**config.mk**
```make
export PLATFORM = sky130hd
export DESIGN_NAME = xf4_unit
export DESIGN_NICKNAME = d
export VERILOG_FILES = /design/src/rtl/xf4_pkg.sv /design/src/rtl/xf4_stage1.sv /design/src/rtl/xf4_stage2.sv /design/src/rtl/xf4_route.sv /design/src/rtl/xf4_unit.sv
export SDC_FILE = /design/constraint.sdc
export NUM_CORES = 1
export LEC_CHECK = 0
export BUFFER_PORTS_ARGS = -buffer_cell sky130_fd_sc_hd__buf_2
export CAP_MARGIN = 20
export CORE_MARGIN = 4
export CORE_UTILIZATION = 59
export DETAILED_ROUTE_END_ITERATION = 7
export PLACE_DENSITY = 0.82
export SETUP_SLACK_MARGIN = 0.4
export SYNTH_ARGS = -nofsm -noshare
export SYNTH_HDL_FRONTEND = slang
export SYNTH_SLANG_ARGS = --single-unit
```
**constraint.sdc**
```tcl
create_clock -name clk -period 0.8 [get_ports clk]
set_clock_uncertainty 0.05 [all_clocks]
set_input_delay 0.08 -clock clk [delete_from_list [all_inputs] [get_ports clk]]
set_output_delay 0.08 -clock clk [all_outputs]
set_load 0.03 [all_outputs]
```
**src/rtl/xf4_pkg.sv**
```systemverilog
package xf4_pkg;

    typedef enum logic [1:0] {
        XF_FWD = 2'b00,
        XF_INV = 2'b01,
        XF_HAD = 2'b10,
        XF_RSV = 2'b11
    } xf_mode_e;

    localparam int LANES = 4;

endpackage

```
**src/rtl/xf4_stage1.sv**
```systemverilog
// First butterfly stage: operand selection by mode, then sum/difference pairs.
module xf4_stage1
    import xf4_pkg::*;
#(
    parameter int IN_W = 16,
    parameter int W    = IN_W + 3
) (
    input  xf_mode_e                mode,
    input  logic signed [IN_W-1:0]  x0,
    input  logic signed [IN_W-1:0]  x1,
    input  logic signed [IN_W-1:0]  x2,
    input  logic signed [IN_W-1:0]  x3,
    output logic signed [W-1:0]     m0,
    output logic signed [W-1:0]     m1,
    output logic signed [W-1:0]     m2,
    output logic signed [W-1:0]     m3
);

    logic signed [W-1:0] w0, w1, w2, w3;
    logic signed [W-1:0] half1, half3;
    logic signed [W-1:0] pa, pb, c2, d2, c3, d3;

    assign w0    = W'(x0);
    assign w1    = W'(x1);
    assign w2    = W'(x2);
    assign w3    = W'(x3);
    assign half1 = w1 >>> 1;
    assign half3 = w3 >>> 1;

    always_comb begin
        unique case (mode)
            XF_INV: begin
                pa = w0;    pb = w2;
                c2 = w1;    d2 = half3;
                c3 = half1; d3 = w3;
            end
            default: begin
                pa = w0;    pb = w3;
                c2 = w1;    d2 = w2;
                c3 = w1;    d3 = w2;
            end
        endcase
    end

    assign m0 = pa + pb;
    assign m1 = pa - pb;
    assign m2 = c2 + d2;
    assign m3 = c3 - d3;

endmodule

```
**src/rtl/xf4_stage2.sv**
```systemverilog
// Second butterfly stage: fixed adder network, shifted-path weight by mode.
module xf4_stage2
    import xf4_pkg::*;
#(
    parameter int W = 19
) (
    input  xf_mode_e             mode,
    input  logic signed [W-1:0]  m0,
    input  logic signed [W-1:0]  m1,
    input  logic signed [W-1:0]  m2,
    input  logic signed [W-1:0]  m3,
    output logic signed [W-1:0]  n [LANES]
);

    logic                dbl;
    logic signed [W-1:0] sm1, sm3;

    assign dbl = (mode == XF_FWD);
    assign sm1 = dbl ? (m1 <<< 1) : m1;
    assign sm3 = dbl ? (m3 <<< 1) : m3;

    assign n[0] = m0 + m2;
    assign n[1] = m0 - m2;
    assign n[2] = sm1 + m3;
    assign n[3] = m1 - sm3;

endmodule

```
**src/rtl/xf4_route.sv**
```systemverilog
// Output lane router: per-mode ordering and reserved-code zeroing.
module xf4_route
    import xf4_pkg::*;
#(
    parameter int W = 19
) (
    input  xf_mode_e             mode,
    input  logic signed [W-1:0]  n [LANES],
    output logic signed [W-1:0]  r [LANES]
);

    for (genvar l = 0; l < LANES; l++) begin : g_lane
        always_comb begin
            if (mode == XF_RSV) begin
                r[l] = '0;
            end else if (l == 0) begin
                r[l] = n[0];
            end else if (l == 1) begin
                r[l] = n[2];
            end else if (l == 2) begin
                r[l] = (mode == XF_INV) ? n[3] : n[1];
            end else begin
                r[l] = (mode == XF_INV) ? n[1] : n[3];
            end
        end
    end

endmodule

```
**src/rtl/xf4_unit.sv**
```systemverilog
module xf4_unit
    import xf4_pkg::*;
#(
    parameter  int IN_W  = 16,
    localparam int OUT_W = IN_W + 3
) (
    input  logic                    clk,
    input  logic                    rst_n,
    input  logic                    valid_in,
    input  logic [1:0]              mode,
    input  logic signed [IN_W-1:0]  x0,
    input  logic signed [IN_W-1:0]  x1,
    input  logic signed [IN_W-1:0]  x2,
    input  logic signed [IN_W-1:0]  x3,
    output logic                    valid_out,
    output logic signed [OUT_W-1:0] y0,
    output logic signed [OUT_W-1:0] y1,
    output logic signed [OUT_W-1:0] y2,
    output logic signed [OUT_W-1:0] y3
);

    xf_mode_e                mode_e;
    logic signed [OUT_W-1:0] m0, m1, m2, m3;
    logic signed [OUT_W-1:0] n_lane [LANES];
    logic signed [OUT_W-1:0] r_lane [LANES];
    logic signed [OUT_W-1:0] q_lane [LANES];

    assign mode_e = xf_mode_e'(mode);

    xf4_stage1 #(.IN_W(IN_W), .W(OUT_W)) u_stage1 (
        .mode (mode_e),
        .x0   (x0), .x1 (x1), .x2 (x2), .x3 (x3),
        .m0   (m0), .m1 (m1), .m2 (m2), .m3 (m3)
    );

    xf4_stage2 #(.W(OUT_W)) u_stage2 (
        .mode (mode_e),
        .m0   (m0), .m1 (m1), .m2 (m2), .m3 (m3),
        .n    (n_lane)
    );

    xf4_route #(.W(OUT_W)) u_route (
        .mode (mode_e),
        .n    (n_lane),
        .r    (r_lane)
    );

    for (genvar l = 0; l < LANES; l++) begin : g_oreg
        always_ff @(posedge clk or negedge rst_n) begin
            if (!rst_n) begin
                q_lane[l] <= '0;
            end else begin
                q_lane[l] <= r_lane[l];
            end
        end
    end

    always_ff @(posedge clk or negedge rst_n) begin
        if (!rst_n) begin
            valid_out <= 1'b0;
        end else begin
            valid_out <= valid_in;
        end
    end

    assign y0 = q_lane[0];
    assign y1 = q_lane[1];
    assign y2 = q_lane[2];
    assign y3 = q_lane[3];

endmodule

```
==> run_results.csv, run 1 <==
group,metric,value,unit
synthesis,syn_nets,1451,
synthesis,synth_ff_type,"dfrtp_1",
synthesis,synth_top_area_cell,"dfrtp_1",
placed_design,gp_congestion,0.931,
floorplan,rows,46,
clock_tree,cts-root-buf,"clkbuf_16",
outcome,status,"stopped before the end",
placed_design,place_area,13900,sq um
placed_design,dp_worst_setup_slack,-4120,ps
floorplan,io_pins,146,
synthesis,avgSynthCellArea,7.75,sq um
synthesis,synth_edf_count,0,
synthesis,synth-seq-cells,77,
outcome,tool.error,"[ERROR DPL-0038] Utilization greater than 100%, impossible to legalize",
clock_tree,cts.sinks,77,
outcome,lastStage,"clock tree synthesis (4_1_cts)",
synthesis,syn_area,9590,sq um
synthesis,ys_types,74,
synthesis,ys_seq_area_frac,0.201,
placed_design,io_buffers,145,
floorplan,die_x,136,microns
clock_tree,cts-resized-gates,385,
synthesis,async_reset_ff_frac,1.00,
floorplan,start_util,0.604,
synthesis,synth_warnings,0,
synthesis,synth_area_leaders,"dfrtp_1 20%, ha_1 18%, xnor2_1 8.0%",
clock_tree,cts_buffers,9,
synthesis,synth_top_area_frac,0.201,
placed_design,dp_hpwl,28.5,mm
clock_tree,clk_path_buf_depth,2,
clock_tree,cts_setup_buffers,89,
clock_tree,htreeDepth,3,
floorplan,die_h,136,microns
synthesis,syn_inst,1238,
-- synthesized netlist by cell type, types with 6 or more instances --
master / n
and2_1: 8
o21ai_0: 48
nand2_1: 193
nor3_1: 20
fa_1: 8
a31oi_1: 9
clkbuf_1: 36
nor2_1: 108
nor2b_1: 11
a21o_1: 21
nand2b_1: 20
dfrtp_1: 77
or3_1: 7
nand3_1: 7
mux2i_1: 27
xnor2_1: 88
xor2_1: 34
a21oi_1: 92
ha_1: 136
o22ai_1: 36
a211oi_1: 9
o21bai_1: 28
buf_1: 8
o21a_1: 9
o211ai_1: 6
inv_1: 105
-- metrics by stage --
stage,cells,hold slack [ps]
floorplan,1238,-266
global placement,1939,-106
detailed placement,1939,-98.7
-- logic make-up after synthesis --
kind of cell | share of synthesized area
adders and majority gates | 0.194
DFF | 0.201
buffers and inverters | 0.0603
and+or+nand+nor | 0.183
xor gates and xnor gates | 0.111
muxes | 0.0293
AOI/OAI and AO/OA | 0.221
==> run 2: changes to the inputs <==
--- a/config.mk
+++ b/config.mk
@@ -8,10 +8,9 @@
 export BUFFER_PORTS_ARGS = -buffer_cell sky130_fd_sc_hd__buf_2
 export CAP_MARGIN = 20
 export CORE_MARGIN = 4
-export CORE_UTILIZATION = 59
+export CORE_UTILIZATION = 40
 export DETAILED_ROUTE_END_ITERATION = 7
-export PLACE_DENSITY = 0.82
-export SETUP_SLACK_MARGIN = 0.4
+export PLACE_DENSITY_LB_ADDON = 0.15
 export SYNTH_ARGS = -nofsm -noshare
 export SYNTH_HDL_FRONTEND = slang
 export SYNTH_SLANG_ARGS = --single-unit
==> run_results.csv, run 2 <==
group,metric,value,unit
synthesis,synth_top_area_cell,"dfrtp_1",
global_route,globalRouteOverflowTotal,0,
clock_tree,cts-root-buf,"clkbuf_16",
final_layout,design_area,17400,sq um
clock_tree,clk_pin_slew,60,ps
setup_path,cp_max_fo,15,
synthesis,ys_top_cells_by_count,"193 x nand2_1, 136 x ha_1, 108 x nor2_1, 105 x inv_1, 92 x a21oi_1",
global_route,grt_pass1_wl,51.4,mm
routing,drt_iter0_markers,605,
floorplan,die_x,163,microns
timing,finalCritPeriodShare,5.63,
clock_tree,cts_tree,"yes",
final_layout,final_common_cell,"buf_4",
pwr,peakVddDrop,1.91,mV
worst_hold_path,hp-class,"in2reg",
timing,period_needed,4510,ps
pwr,p_seq_frac,0.103,
timing,maxSlewViolCount,0,
pwr,p_sw,27900,uW
routing,drc,0,
synthesis,yosysMostFrequentCell,"nand2_1",
global_route,first_global_vias,10600,
outcome,violations,"negative setup slack",
routing,vias,11300,
routing,routedLengthMet1,16.4,mm
pwr,p_total,61200,uW
global_route,grt_usage,0.237,
placed_design,dp_hpwl,25.2,mm
synthesis,synth_ff_type,"dfrtp_1",
global_route,grt_max_degree,47,
synthesis,synth_edf_count,0,
global_route,grt_antenna_before_repair,0,
placed_design,place_area,14000,sq um
routing,met3WireLength,1.92,mm
floorplan,core_area,23500,sq um
routing,drt-total-wl,37.6,mm
final_layout,final_util,0.741,
timing,tns,-207840,ps
timing,finalHoldViolations,0,
synthesis,synth_warnings,0,
timing,worstMarginPinSlew,639,ps
timing,rsz0062_at_grt,"yes",
pwr,combPwrFrac,0.834,
timing,fmax,222,MHz
setup_path,start_kind,"primary input",
floorplan,rows,56,
pwr,p_int,33300,uW
synthesis,syn_nets,1451,
floorplan,die_h,163,microns
timing,setup_viol,153,
routing,dr_wl_met2,18.6,mm
routing,ant_nets,0,
final_layout,layout_common_cells,"433 x buf_4, 167 x nand2_1, 117 x buf_2",
synthesis,avgSynthCellArea,7.75,sq um
pwr,pwr_density_cell,3510,nW/um^2
pwr,swShare,0.456,
setup_path,cp.required,970,ps
floorplan,io_pins,146,
flow_run,drv_cap,0,
timing,fin_ws,-3710,ps
synthesis,ys_types,74,
synthesis,synth_area_leaders,"dfrtp_1 20%, ha_1 18%, xnor2_1 8.0%",
setup_path,cp-end-kind,"flop",
placed_design,gp_congestion,0.872,
placed_design,io_buffers,145,
timing,slew_headroom,0.574,
clock_tree,cts.sinks,77,
outcome,status,"finished with violations",
clock_tree,clk_path_buf_depth,2,
floorplan,start_util,0.408,
synthesis,async_reset_ff_frac,1.00,
final_layout,insertedDiodeCount,0,
synthesis,synth-seq-cells,77,
pwr,pwr-share-clk,0.063,
synthesis,syn_area,9590,sq um
setup_path,timing_worst_setup_path_type,"in2reg",
routing,dr.pass1.iters,5,
final_layout,final_layout_size_suffix_gt1_frac,0.547,
clock_tree,htreeDepth,3,
synthesis,syn_inst,1238,
routing,top_layer,"met4",
synthesis,synth_top_area_frac,0.201,
final_layout,syn_to_final_growth,81.8,%
floorplan,die_area,26500,sq um
synthesis,ys_seq_area_frac,0.201,
setup_path,cp.arrival,4670,ps
pwr,power.leakage,0.00867,uW
final_layout,nNetsFinal,2064,
routing,post_drt_wl_per_cell,17.3,microns
clock_tree,cts_buffers,9,
routing,drt-vias-per-instance,5.19,
[run 2: cell counts after synthesis]
Identical to the previous run, type by type.
[run 2: worst paths after layout]
path | start | endpoint | slack [ps] | cells past startpoint
worst max-delay path | mode[1] | y1[18] | -3710 | 25
worst min-delay path | mode[1] | y3[0] | 70 | 4
max in group asynchronous | rst_n | y0[13] | 190 | 3
min in group asynchronous | rst_n | y3[9] | 90 | 2
[run 2: critical path, cell delays in order]
cell and delay (ps):
buf_8 100, nand2b_4 200, buf_12 180, nand2_1 140
nand2_4 80, ha_4 270, nor2b_4 130, a2111o_1 440
a31oi_4 260, a211oi_4 110, buf_4 160, o311ai_4 300
nor2_2 100, a21oi_4 140, ha_4 230, a41oi_2 190
o21ai_2 90, and2_4 180, nor2_4 150, o21ai_2 90
a41o_1 200, o41ai_2 310, xnor2_1 230, xnor2_1 190
o22ai_1 110
[run 2: logic make-up (layout without fill, tap and decap cells)]
family | count (synthesis) | after routing | share of synthesized area
muxes | 28 | 28 | 0.0293
buffers and inverters | 151 | 769 | 0.0603
and+or+nand+nor | 400 | 400 | 0.183
adders and majority gates | 144 | 144 | 0.194
xor gates and xnor gates | 122 | 122 | 0.111
AOI/OAI and AO/OA | 316 | 316 | 0.221
DFF | 77 | 77 | 0.201
[run 2: repair_timing]
item	CTS	global route
hold endpoints to repair	78	0
setup endpoints to repair	153	153
gates resized for setup	236	241
setup buffers	59	60
cloned	1	0
pin swaps	130	189
hold buffers	2	0
[run 2: area by class of cell]
type	instances	area [sq um]
fillers	1612	6100
clock inverters	3	18.8
inverters	105	399
multi-input cells	1010	9390
clock buffers	13	260
well taps	319	399
flip-flops and latches	77	1930
repair buffers	648	5050
[run 2: layer usage]
metal / vias up / global-route usage
li1: 5463 / -
met1: 5415 / 0.332
met2: 352 / 0.402
met3: 59 / 0.0248
met4: 0 / 0.0461
met5: - / 0
[run 2: power by group through the flow]
stage | sequential (uW) | clock, uW | combinational, uW
5_1_grt | 6510 | 4070 | 54100
4_1_cts | 6350 | 3890 | 43500
3_5_place_dp | 6270 | 0 | 37500
2_1_floorplan | 9950 | 0 | 18800
3_3_place_gp | 6280 | 0 | 37000
6_report | 6320 | 3830 | 51100
[run 2: stage by stage]
step | cells | hold slack (ps) | setup slack (ps)
after floorplan | 1238 | -266 | -3650
after global placement | 2054 | -104 | -3920
after detailed placement | 2054 | -106 | -4010
after CTS | 2130 | 58.9 | -3410
after global routing | 2175 | 77.8 | -3880
final | 2175 | 74.1 | -3710
(Power assumes the default switching activity.)
==> run 3: changes to the inputs <==
--- a/config.mk
+++ b/config.mk
@@ -5,6 +5,7 @@
 export SDC_FILE = /design/constraint.sdc
 export NUM_CORES = 1
 export LEC_CHECK = 0
+export ABC_AREA = 1
 export BUFFER_PORTS_ARGS = -buffer_cell sky130_fd_sc_hd__buf_2
 export CAP_MARGIN = 20
 export CORE_MARGIN = 4
==> run_results.csv, run 3 <==
group,metric,value,unit
timing,worstMarginPinSlew,505,ps
synthesis,synth_edf_count,0,
synthesis,ys_types,55,
clock_tree,cts_tree,"yes",
timing,maxSlewViolCount,0,
clock_tree,cts_buffers,9,
final_layout,final_util,0.816,
synthesis,synth_top_area_frac,0.189,
timing,slew_headroom,0.660,
global_route,grt_max_degree,34,
global_route,grt_antenna_before_repair,0,
flow_run,drv_cap,0,
pwr,pwr_density_cell,3590,nW/um^2
floorplan,core_area,25100,sq um
synthesis,ys_top_cells_by_count,"365 x nand2_1, 213 x inv_1, 140 x a21oi_1, 136 x ha_1, 133 x o21ai_0",
setup_path,cp_max_fo,7,
setup_path,cp.required,1040,ps
placed_design,dp_hpwl,36.0,mm
synthesis,avgSynthCellArea,6.62,sq um
pwr,power.leakage,0.0103,uW
final_layout,nNetsFinal,2520,
timing,finalHoldViolations,0,
final_layout,multi_input_area,10600,sq um
outcome,violations,"negative setup slack",
setup_path,timing_worst_setup_path_type,"in2reg",
placed_design,gp_congestion,1.03,
setup_path,cp-end-kind,"flop",
routing,vias,14500,
setup_path,cp.arrival,4400,ps
global_route,globalRouteOverflowTotal,0,
routing,ant_nets,0,
floorplan,start_util,0.406,
placed_design,place_area,15500,sq um
routing,drt_iter0_markers,1245,
routing,drt-vias-per-instance,5.50,
timing,fmax,240,MHz
pwr,peakVddDrop,3.08,mV
synthesis,async_reset_ff_frac,1.00,
final_layout,insertedDiodeCount,0,
final_layout,design_area,20500,sq um
final_layout,layout_common_cells,"564 x buf_4, 269 x nand2_1, 165 x inv_1",
synthesis,synth_ff_type,"dfrtp_1",
final_layout,fillCellCount,1522,
routing,post_drt_wl_per_cell,20.6,microns
final_layout,final_common_cell,"buf_4",
timing,fin_ws,-3360,ps
synthesis,synth_area_leaders,"dfrtp_1 19%, ha_1 17%, nand2_1 13%",
synthesis,ys_seq_area_frac,0.189,
synthesis,yosysMostFrequentCell,"nand2_1",
routing,drt-total-wl,54.3,mm
setup_path,start_kind,"primary input",
final_layout,ff_latch_area,1930,sq um
clock_tree,clk_pin_slew,70,ps
floorplan,die_area,28100,sq um
floorplan,die_h,168,microns
final_layout,final_layout_size_suffix_gt1_frac,0.596,
synthesis,syn_area,10200,sq um
timing,setup_viol,153,
floorplan,die_x,168,microns
floorplan,io_pins,146,
synthesis,syn_inst,1541,
routing,drc,0,
clock_tree,cts.sinks,77,
synthesis,syn_nets,1754,
final_layout,syn_to_final_growth,101,%
synthesis,synth-seq-cells,77,
clock_tree,cts-root-buf,"clkbuf_16",
floorplan,rows,58,
timing,rsz0062_at_grt,"yes",
synthesis,synth_warnings,0,
routing,dr.pass1.iters,6,
global_route,first_global_vias,13200,
timing,period_needed,4160,ps
worst_hold_path,hp-class,"in2async",
outcome,status,"finished with violations",
timing,finalCritPeriodShare,5.21,
global_route,grt_pass1_wl,70.6,mm
synthesis,synth_top_area_cell,"dfrtp_1",
clock_tree,clk_path_buf_depth,2,
placed_design,io_buffers,145,
global_route,grt_usage,0.313,
clock_tree,htreeDepth,3,
-- run 3: cell count changes after synthesis, moves of 13 or more --
| cell | change |
|---|---|
| a21oi_1 | +48 |
| inv_1 | +108 |
| nand2b_1 | -20 |
| nand2_1 | +172 |
| o21ai_0 | +85 |
| nor2_1 | -20 |
| o22ai_1 | -13 |
| xor2_1 | +32 |
| xnor2_1 | -73 |
| mux2i_1 | -22 |
| o21bai_1 | -20 |
| nand3_1 | +75 |
| a21o_1 | -16 |
-- run 3: routing by layer --
metal / vias to the layer above / wire (microns) / track usage
met2: 758 / 25900 / 0.533
li1: 6614 / - / -
met1: 6934 / 21400 / 0.429
met4: 0 / 2980 / 0.0826
met3: 227 / 4050 / 0.0295
met5: - / 0 / 0
-- run 3: how the worst max path moves through the flow --
stage	slack, ps	from	cells past startpoint	to
global placement	-3730	mode[0]	27	y2[13]
finish	-3360	mode[0]	28	y2[14]
floorplan	-3130	mode[0]	30	y3[17]
global route	-3380	mode[0]	31	y2[14]
detailed placement	-3830	mode[0]	30	y2[14]
CTS	-2980	mode[1]	29	y2[17]
-- run 3: critical path, stage by stage --
cell and delay, ps:
buf_8 90, inv_8 30, nor2_4 180, clkinv_4 140, buf_4 170, buf_12 140, nand2_1 50, o21ai_1 60
buf_4 150, fa_2 390, nand2_2 90, inv_2 40, nand2_1 80, nand3_2 90, buf_4 150, xor2_2 170
mux2i_1 140, ha_1 410, nand2_1 150, nor3_2 210, nand2_2 100, o211ai_1 280, nand3_1 190, nor2_2 250
nor2_2 90, xnor2_2 220, nand2_1 120, nand2_2 120
-- run 3: cell type report --
| type | count | area share |
|---|---|---|
| clock buffer | 9 | 0.0110 |
| tap | 330 | 0.0202 |
| timing repair buffer | 800 | 0.308 |
| clock inverter | 7 | 0.00391 |
| multi-input combinational | 1192 | 0.518 |
| timing repair inverter | 1 | 0.000550 |
| sequential | 77 | 0.0941 |
| inverter | 226 | 0.0440 |
-- run 3: power breakdown --
group / total, uW / switching [uW] / internal [uW] / leakage [uW]
logic: 62500 / 33600 / 28900 / 0.00918
clock network: 4500 / 2020 / 2470 / 0.000149
registers: 6500 / 759 / 5740 / 0.000944
-- run 3: cell families (layout without fill, tap and decap cells) --
logic type | count (synthesis) | count (layout) | synth area share
flops | 77 | 77 | 0.189
mux | 5 | 5 | 0.00491
simple gates | 592 | 592 | 0.244
compound gates | 370 | 370 | 0.206
fa+ha+maj | 144 | 144 | 0.183
xor+xnor | 81 | 81 | 0.0696
buf+inv | 272 | 1043 | 0.104
-- run 3: metrics by stage --
step	instances	hold WS (ps)	TNS, ps	power [uW]	worst slack [ps]
global placement	2501	-128	-236570	47500	-3730
finish	2642	40.1	-216680	73400	-3360
floorplan	1541	-266	-183970	28300	-3130
detailed placement	2501	-126	-241300	48000	-3830
CTS	2588	45.9	-197860	60800	-2980
global route	2642	47.2	-224590	76500	-3380
-- run 3: timing repair --
item / in CTS / in global routing
hold buffers: 2 / 0
buffers inserted: 70 / 64
pin swaps: 142 / 236
gates cloned: 2 / 3
gates resized for setup: 381 / 437
endpoints found under the setup margin: 153 / 153
hold endpoints to repair: 78 / 0
==> run 4: changes to the inputs <==
--- a/config.mk
+++ b/config.mk
@@ -12,6 +12,7 @@
 export CORE_UTILIZATION = 40
 export DETAILED_ROUTE_END_ITERATION = 7
 export PLACE_DENSITY_LB_ADDON = 0.15
+export SKIP_LAST_GASP = 1
 export SYNTH_ARGS = -nofsm -noshare
 export SYNTH_HDL_FRONTEND = slang
 export SYNTH_SLANG_ARGS = --single-unit
==> run_results.csv, run 4 (same netlist as run 3, synthesis figures left out) <==
group,metric,value,unit
outcome,status,"finished with violations",
outcome,violations,"negative setup slack",
routing,post_drt_wl_per_cell,19.6,microns
clock_tree,htreeDepth,3,
floorplan,core_area,25100,sq um
setup_path,timing_worst_setup_path_type,"in2reg",
placed_design,gp_congestion,1.03,
timing,finalCritPeriodShare,5.17,
floorplan,die_h,168,microns
timing,slew_headroom,0.668,
setup_path,cp-end-kind,"flop",
final_layout,design_area,20000,sq um
setup_path,start_kind,"primary input",
pwr,peakVddDrop,2.83,mV
setup_path,crit_family,"simple AND/OR/NAND/NOR gates",
floorplan,rows,58,
timing,fmax,242,MHz
setup_path,cpPeakStageDelay,330,ps
placed_design,dp_hpwl,36.0,mm
placed_design,place_area,15500,sq um
pwr,power.leakage,0.0101,uW
final_layout,nNetsFinal,2513,
global_route,grt_max_degree,34,
final_layout,ff_latch_area,1930,sq um
pwr,p_sw,34900,uW
clock_tree,cts_tree,"yes",
timing,maxSlewViolCount,0,
routing,vias,14400,
floorplan,start_util,0.406,
routing,drc,0,
final_layout,layout_common_cells,"558 x buf_4, 272 x nand2_1, 171 x inv_1",
global_route,grt_antenna_before_repair,0,
final_layout,fillCellCount,1637,
worst_hold_path,hp-class,"in2async",
global_route,grt_util_met2,0.522,
routing,ant_nets,0,
placed_design,io_buffers,145,
pwr,p_seq_frac,0.089,
setup_path,worst-path-stages,35,
routing,dr.pass1.iters,7,
timing,rsz0062_at_grt,"yes",
setup_path,cp.required,990,ps
setup_path,cp_max_fo,7,
flow_run,drv_cap,0,
pwr,pwr_density_cell,3520,nW/um^2
final_layout,final_layout_size_suffix_gt1_frac,0.580,
clock_tree,cts_buffers,9,
clock_tree,cts.sinks,77,
timing,fin_ws,-3340,ps
global_route,grt_pass1_wl,69.8,mm
global_route,globalRouteOverflowTotal,0,
global_route,grt_usage,0.310,
timing,holdWs,41.1,ps
clock_tree,clk_path_buf_depth,2,
floorplan,io_pins,146,
floorplan,die_x,168,microns
setup_path,cp.arrival,4330,ps
clock_tree,cts-root-buf,"clkbuf_16",
routing,drt-total-wl,51.8,mm
timing,setup_viol,153,
final_layout,syn_to_final_growth,96.3,%
final_layout,final_util,0.797,
setup_path,cp.buffers_inverters,9,
final_layout,insertedDiodeCount,0,
clock_tree,clk_pin_slew,70,ps
floorplan,die_area,28100,sq um
pwr,combPwrFrac,0.847,
final_layout,multi_input_area,10300,sq um
timing,period_needed,4140,ps
setup_path,cp-endpoint,"y2[17]",
global_route,first_global_vias,13100,
setup_path,crit_start,"mode[1]",
pwr,pwr-share-clk,0.063,
pwr,p_int,35600,uW
final_layout,final_common_cell,"buf_4",
setup_path,cp_slowest_cell,"ha_1",
global_route,top_usage_layer,"met2",
routing,drt_iter0_markers,1076,
timing,tns,-214580,ps
global_route,met1_usage,0.426,
pwr,swShare,0.495,
global_route,met3_usage,0.0269,
timing,worstMarginPinSlew,494,ps
timing,finalHoldViolations,0,
routing,drt-vias-per-instance,5.46,
==> run 4: cell types whose count changed in the layout (fill, tap and decap cells not counted), moves of 6 or more <==
cell,previous run,this run
buf_6,96,70
buf_2,119,142
o21ai_2,58,49
ha_1,72,80
a21oi_4,23,16
ha_4,58,51
buf_4,564,558
inv_1,165,171
o21ai_0,32,38
o21ai_1,42,48
==> run 4: timing repair <==
action / in CTS / in global routing
gates cloned: 2 / 3
hold buffers: 2 / 0
setup endpoints to repair: 153 / 153
gates resized for setup: 284 / 417
pin swaps: 132 / 197
hold endpoints to repair: 78 / 0
setup buffers: 70 / 70
==> run 4: area by class of cell <==
class / count / area share
tap: 330 / 0.0206
multi-input combinational: 1192 / 0.517
clock buffer: 9 / 0.0113
inverter: 226 / 0.0445
timing repair buffer: 793 / 0.306
sequential: 77 / 0.0963
timing repair inverter: 1 / 0.000313
clock inverter: 7 / 0.00400
==> run 4: how the worst min path moves through the flow <==
stage          start         to  slack [ps]  cells after the start
5_1_grt        rst_n      y0[3]          40                      2
4_1_cts        rst_n      y0[4]          50                      2
3_5_place_dp   rst_n      y0[4]        -130                      1
6_report       rst_n      y0[4]          40                      2
2_1_floorplan  rst_n  valid_out        -270                      0
3_3_place_gp   rst_n      y0[3]        -130                      1
==> run 4: metal layers <==
layer	vias to the layer above	wire length, microns
met4	0	2640
li1	6588	-
met1	6899	20900
met2	733	24400
met5	-	0
met3	174	3750
==> run 4: per-stage QoR <==
stage	instances	worst slack (ps)	total power (uW)
global placement	2501	-3730	47500
detailed placement	2501	-3830	48000
CTS	2588	-2980	59100
floorplan	1541	-3130	28300
global route	2635	-3420	73800
finish	2635	-3340	70500
==> run 4: power by group through the flow <==
stage	sequential [uW]	clock [uW]	combinational [uW]
floorplan	9970	0	18300
global placement	6300	0	41200
detailed placement	6340	0	41700
CTS	6280	4420	48400
global route	6480	4660	62700
finish	6310	4440	59700
